`config.mk`:
```
export PLATFORM = sky130hd
export DESIGN_NAME = npc_unit
export DESIGN_NICKNAME = d
export VERILOG_FILES = /design/src/rtl/npc_pkg.sv /design/src/rtl/npc_decode.sv /design/src/rtl/npc_targets.sv /design/src/rtl/npc_select.sv /design/src/rtl/npc_pc_reg.sv /design/src/rtl/npc_unit.sv
export SDC_FILE = /design/constraint.sdc
export NUM_CORES = 1
export LEC_CHECK = 0
export ABC_AREA = 0
export BUFFER_PORTS_ARGS = -buffer_cell sky130_fd_sc_hd__buf_2
export CAP_MARGIN = 20
export CORE_ASPECT_RATIO = 0.8
export CORE_MARGIN = 2
export CORE_UTILIZATION = 55
export DETAILED_ROUTE_END_ITERATION = 16
export PLACE_DENSITY = 0.86
export SLEW_MARGIN = 15
export SYNTH_ARGS = -nofsm -noshare
export SYNTH_HDL_FRONTEND = slang
export SYNTH_SLANG_ARGS = --single-unit
```
`constraint.sdc`:
```
create_clock -name clk_i -period 10.5 [get_ports clk_i]
set_input_delay 2.1 -clock clk_i [delete_from_list [all_inputs] [get_ports clk_i]]
set_output_delay 2.1 -clock clk_i [all_outputs]
set_load 0.01 [all_outputs]
```
`src/rtl/npc_pkg.sv`:
```
package npc_pkg;
  localparam int unsigned XLEN   = 32;
  localparam int unsigned OPC_W  = 6;
  localparam int unsigned OFF_W  = 16;
  localparam int unsigned JIDX_W = 26;
  localparam int unsigned ILEN_B = 4;
  localparam int unsigned ALIGN_W = $clog2(ILEN_B);
  localparam int unsigned REGION_W = XLEN - JIDX_W - ALIGN_W;

  localparam logic [OPC_W-1:0] OPC_JMP = 6'h02;
  localparam logic [OPC_W-1:0] OPC_BEQ = 6'h04;
  localparam logic [OPC_W-1:0] OPC_BNE = 6'h05;

  typedef enum logic [1:0] {
    SEL_SEQ = 2'd0,
    SEL_BR  = 2'd1,
    SEL_JMP = 2'd2,
    SEL_IND = 2'd3
  } npc_sel_e;

  typedef struct packed {
    logic              is_beq;
    logic              is_bne;
    logic              is_jmp;
    logic [OFF_W-1:0]  off;
    logic [JIDX_W-1:0] jidx;
  } npc_dec_t;
endpackage

```
`src/rtl/npc_decode.sv`:
```
module npc_decode
  import npc_pkg::*;
(
  input  logic [XLEN-1:0] instr_i,
  output npc_dec_t        dec_o
);
  logic [OPC_W-1:0] opc;
  assign opc = instr_i[XLEN-1 -: OPC_W];

  always_comb begin
    dec_o        = '0;
    dec_o.is_beq = (opc == OPC_BEQ);
    dec_o.is_bne = (opc == OPC_BNE);
    dec_o.is_jmp = (opc == OPC_JMP);
    dec_o.off    = instr_i[OFF_W-1:0];
    dec_o.jidx   = instr_i[JIDX_W-1:0];
  end
endmodule

```
`src/rtl/npc_targets.sv`:
```
module npc_targets
  import npc_pkg::*;
(
  input  logic [XLEN-1:0]   pc_i,
  input  logic [OFF_W-1:0]  off_i,
  input  logic [JIDX_W-1:0] jidx_i,
  output logic [XLEN-1:0]   pc4_o,
  output logic [XLEN-1:0]   br_tgt_o,
  output logic [XLEN-1:0]   jmp_tgt_o
);
  logic [XLEN-1:0] off_ext;

  assign pc4_o   = pc_i + XLEN'(ILEN_B);
  // offset counts instructions: sign-extend, then scale
  assign off_ext = {{(XLEN-OFF_W-ALIGN_W){off_i[OFF_W-1]}}, off_i, {ALIGN_W{1'b0}}};
  assign br_tgt_o = pc4_o + off_ext;
  // region bits come from the incremented PC
  assign jmp_tgt_o = {pc4_o[XLEN-1 -: REGION_W], jidx_i, {ALIGN_W{1'b0}}};
endmodule

```
`src/rtl/npc_select.sv`:
```
module npc_select
  import npc_pkg::*;
#(
  parameter bit HAS_IND = 1'b1
) (
  input  npc_dec_t        dec_i,
  input  logic            cmp_eq_i,
  input  logic            ind_jump_i,
  input  logic [XLEN-1:0] ind_target_i,
  input  logic [XLEN-1:0] pc4_i,
  input  logic [XLEN-1:0] br_tgt_i,
  input  logic [XLEN-1:0] jmp_tgt_i,
  output logic [XLEN-1:0] next_pc_o,
  output logic            redirect_o
);
  npc_sel_e sel;
  logic     br_taken;
  logic     ind_req;

  assign br_taken = (dec_i.is_beq & cmp_eq_i) | (dec_i.is_bne & ~cmp_eq_i);

  generate
    if (HAS_IND) begin : g_ind
      assign ind_req = ind_jump_i;
    end else begin : g_no_ind
      logic unused_ind;
      assign unused_ind = ind_jump_i ^ (^ind_target_i);
      assign ind_req    = 1'b0;
    end
  endgenerate

  always_comb begin
    if (ind_req)           sel = SEL_IND;
    else if (dec_i.is_jmp) sel = SEL_JMP;
    else if (br_taken)     sel = SEL_BR;
    else                   sel = SEL_SEQ;
  end

  always_comb begin
    unique case (sel)
      SEL_IND: next_pc_o = ind_target_i;
      SEL_JMP: next_pc_o = jmp_tgt_i;
      SEL_BR:  next_pc_o = br_tgt_i;
      default: next_pc_o = pc4_i;
    endcase
  end

  assign redirect_o = (sel != SEL_SEQ);
endmodule

```
`src/rtl/npc_pc_reg.sv`:
```
module npc_pc_reg
  import npc_pkg::*;
#(
  parameter logic [XLEN-1:0] RESET_VEC = 32'h0040_0000
) (
  input  logic            clk_i,
  input  logic            rst_ni,
  input  logic [XLEN-1:0] d_i,
  output logic [XLEN-1:0] q_o
);
  always_ff @(posedge clk_i or negedge rst_ni) begin
    if (!rst_ni) q_o <= RESET_VEC;
    else         q_o <= d_i;
  end
endmodule

```
`src/rtl/npc_unit.sv`:
```
module npc_unit
  import npc_pkg::*;
#(
  parameter logic [31:0] RESET_VEC = 32'h0040_0000,
  parameter bit          HAS_IND   = 1'b1
) (
  input  logic        clk_i,
  input  logic        rst_ni,
  input  logic [31:0] instr_i,
  input  logic        cmp_eq_i,
  input  logic        ind_jump_i,
  input  logic [31:0] ind_target_i,
  output logic [31:0] pc_o,
  output logic [31:0] next_pc_o,
  output logic        redirect_o
);
  npc_dec_t        dec;
  logic [XLEN-1:0] pc4, br_tgt, jmp_tgt;

  npc_decode u_dec (
    .instr_i (instr_i),
    .dec_o   (dec)
  );

  npc_targets u_tgt (
    .pc_i      (pc_o),
    .off_i     (dec.off),
    .jidx_i    (dec.jidx),
    .pc4_o     (pc4),
    .br_tgt_o  (br_tgt),
    .jmp_tgt_o (jmp_tgt)
  );

  npc_select #(.HAS_IND(HAS_IND)) u_sel (
    .dec_i        (dec),
    .cmp_eq_i     (cmp_eq_i),
    .ind_jump_i   (ind_jump_i),
    .ind_target_i (ind_target_i),
    .pc4_i        (pc4),
    .br_tgt_i     (br_tgt),
    .jmp_tgt_i    (jmp_tgt),
    .next_pc_o    (next_pc_o),
    .redirect_o   (redirect_o)
  );

  npc_pc_reg #(.RESET_VEC(RESET_VEC)) u_pc (
    .clk_i  (clk_i),
    .rst_ni (rst_ni),
    .d_i    (next_pc_o),
    .q_o    (pc_o)
  );
endmodule

```
==> flow_summary.yaml <==
clock_network:
  cts_tree: "built"
  cts-root-buf: "clkbuf_8"
  cts.htree.levels: 2
  cts_hold_buf: 0
  post_cts_buffers: 0
  clk_latency_ns: 0.28
  cts_resized: 0
  numCtsBuffers: 5
  clk_pin_slew_ns: 0.07
  max-clock-path-buffers: 2
  cts.sinks: 32
outcome:
  outcome: "finished, final reports clean"
place:
  preCtsSetupSlack_ns: 3.602
  port_buffers: 132
  placed_area_um2: 4674
  place_congestion: 1.042
  dp_cells: 701
  hpwl_um: 11070
global_route:
  first_global_vias: 4161
  grt_max_degree: 48
  use_met2_pct: 52.23
  overflow: 0
  grt.total_usage_pct: 34.34
  grtUsageMet3_pct: 7.311
  grt_busiest_layer: "met2"
  antenna_found_initial: 0
  grt_use_met1_pct: 49.89
  grt_pass1_wl_um: 21760
synth:
  syn-num-nets: 603
  synth_cell_type_count: 75
  synth_area_um2: 4000
  syn_inst: 500
  synthArstFlopShare_pct: 100.0
  synth_area_per_cell_um2: 8.000
  ys_ff_latch: 32
  ys_warn_count: 0
  ys_seq_area_share_pct: 20.05
  synth-main-ff-cell: "dfrtp_1"
  synth_edf_count: 0
finish:
  drive_gt1_share_pct: 27.33
  finish.instance_area_um2: 4798
  finalNonFillerCells: 709
  nFillCells: 624
  regMostFlops: "u_pc.q_o"
  area_delta_synth_final_pct: 19.96
  largest_register_ff_count: 32
  diodes: 0
  fin_nets: 725
  top_regs: "u_pc.q_o: 32 flops"
die:
  die_w_um: 99.35
  die_area_um2: 7975
  ios: 133
  core_um2: 6959
  start_util_pct: 57.48
  fp.dieH_um: 80.28
  rows: 27
detailed_routing:
  vias: 4533
  drt_wl_total_um: 13970
  first_pass_iters: 8
  drc: 0
  antenna_left: 0
  avgViaCountPerCell: 6.394
  drt_iter0_drc: 372
  wl_per_cell_um: 19.70
run:
  maxCapViolCount: 0
sta:
  slew_headroom_pct: 40.95
  period_needed_ns: 7.003
  fin_crit_sh_pct: 66.69
  maxSlewViolCount: 0
  fmax_ghz: 0.1428
  worst_slack_ns: 3.497
  hold_violations: 0
  setup_viol_count_final: 0
  final.setup.tns_ns: 0
  worst_pin_slew_ns: 0.8857
  rsz0062_at_grt: "no"
  finalClockSkew_ns: 0.005384
hold_path:
  min_path_type: "flip-flop to flip-flop"
critical_path:
  cp.required_ns: 8.40
  arrival_ns: 4.90
  worstSetupStartpointType: "input pin"
  cp_max_fo: 22
  critPathKind: "input pin to output port"
  critPathCaptureType: "output port"
power:
  p_leak_nw: 2.282
  vdd_drop_max_mv: 0.04912
  power_uw: 588.6
  power_density_nw_per_um2: 122.7
## critical path, cell delays in order
cell,delay (ns)
buf_2,0.38
ha_1,0.41
a21o_1,0.24
a21o_1,0.21
a21oi_1,0.27
nand2_1,0.12
or4_4,0.43
o211ai_2,0.10
mux2_4,0.32
a21oi_2,0.15
buf_2,0.15
## cell usage after synthesis (all sizes together), types with 4 or more instances
cell type	number	area share, %
inv	15	1.4
a211oi	6	1.3
a221o	7	1.8
o21a	8	1.5
o21ai	28	3.6
a21o	17	3.2
a221oi	6	1.5
nand2	47	4.4
nand3	16	2.0
o21bai	7	1.3
a222oi	5	1.3
nand4	15	2.7
a22oi	6	1.1
and4	8	1.8
dfrtp	31	19
o22ai	5	0.78
a21oi	45	6.1
xnor2	29	6.3
o31ai	4	1.4
nor2b	6	1.1
a31oi	8	1.3
ha	34	11
nor2	55	5.2
nor3	8	1.5
buf	10	1.7
xor2	20	4.4
and3	13	2.2
clkbuf	9	0.84
## cell families (layout without fill, tap and decap cells)
group,count (synthesis),count (layout),synth area share [%]
compound gates,169,169,29.97
xor+xnor,49,49,10.73
fa+ha+maj,35,35,11.14
buf+inv,35,157,4.160
flops,32,32,20.05
mux,3,3,0.9070
simple gates,177,177,23.05
## routing by layer
layer / wire (um) / share of wire [%]
met3: 1486 / 11
met1: 6247 / 45
met4: 204 / 1.5
met5: 0 / 0
met2: 6030 / 43
## layout make-up
type                            instances  area, um2  share of cell area [%]
Multi-Input combinational cell        433       3032                   63.18
Sequential cell                        32      802.0                   16.71
Tap cell                               87      108.9                   2.269
Inverter                               15      56.30                   1.173
Timing Repair Buffer                  135      703.2                   14.65
Clock buffer                            7      96.34                   2.008
## worst paths after layout
check / startpoint / cells after the start / slack [ns] / endpoint
hold / removal: u_pc.q_o[1] / 2 / 0.56 / u_pc.q_o[1]
max in group asynchronous: rst_ni / 1 / 8.12 / u_pc.q_o[28]
min in group asynchronous: rst_ni / 1 / 1.89 / u_pc.q_o[7]
setup / recovery: instr_i[15] / 11 / 3.50 / next_pc_o[31]
setup reg to reg: u_pc.q_o[2] / 16 / 6.26 / u_pc.q_o[31]
hold reg to reg: u_pc.q_o[1] / 2 / 0.56 / u_pc.q_o[1]
## where the power goes
part | leakage, nW | switching, mW | total (mW) | internal, mW
Sequential | 0.377 | 0.0193 | 0.157 | 0.137
Clock | 0.0503 | 0.0455 | 0.104 | 0.0584
Combinational | 1.85 | 0.194 | 0.328 | 0.134
Total | 2.28 | 0.259 | 0.589 | 0.330
## stage by stage
step / util, % / hold WS, ns
after floorplan: - / 0.6899
after global placement: 67.17 / 0.5418
after detailed placement: 67.17 / 0.5611
after CTS: 68.55 / 0.5704
after global routing: 68.95 / 0.6142
final: 68.95 / 0.5637
## placed cells by master, fill, tap and decap left out, types with 6 or more instances in the layout
| master | netlist | routed |
|---|---|---|
| o21bai_1 | 7 | 7 |
| o21a_1 | 7 | 7 |
| a22oi_1 | 6 | 6 |
| nor2_1 | 54 | 54 |
| a21oi_1 | 42 | 42 |
| a221o_1 | 7 | 7 |
| a21o_1 | 17 | 17 |
| buf_2 | 3 | 132 |
| nand2_1 | 47 | 47 |
| xor2_1 | 20 | 20 |
| o21ai_0 | 22 | 22 |
| nand4_1 | 13 | 13 |
| inv_1 | 15 | 15 |
| clkbuf_8 | 0 | 7 |
| nand3_1 | 16 | 16 |
| dfrtp_1 | 31 | 31 |
| and3_1 | 12 | 12 |
| a31oi_1 | 8 | 8 |
| ha_1 | 34 | 34 |
| and4_1 | 6 | 6 |
| xnor2_1 | 29 | 29 |
Power figures use the tool's default switching activity.
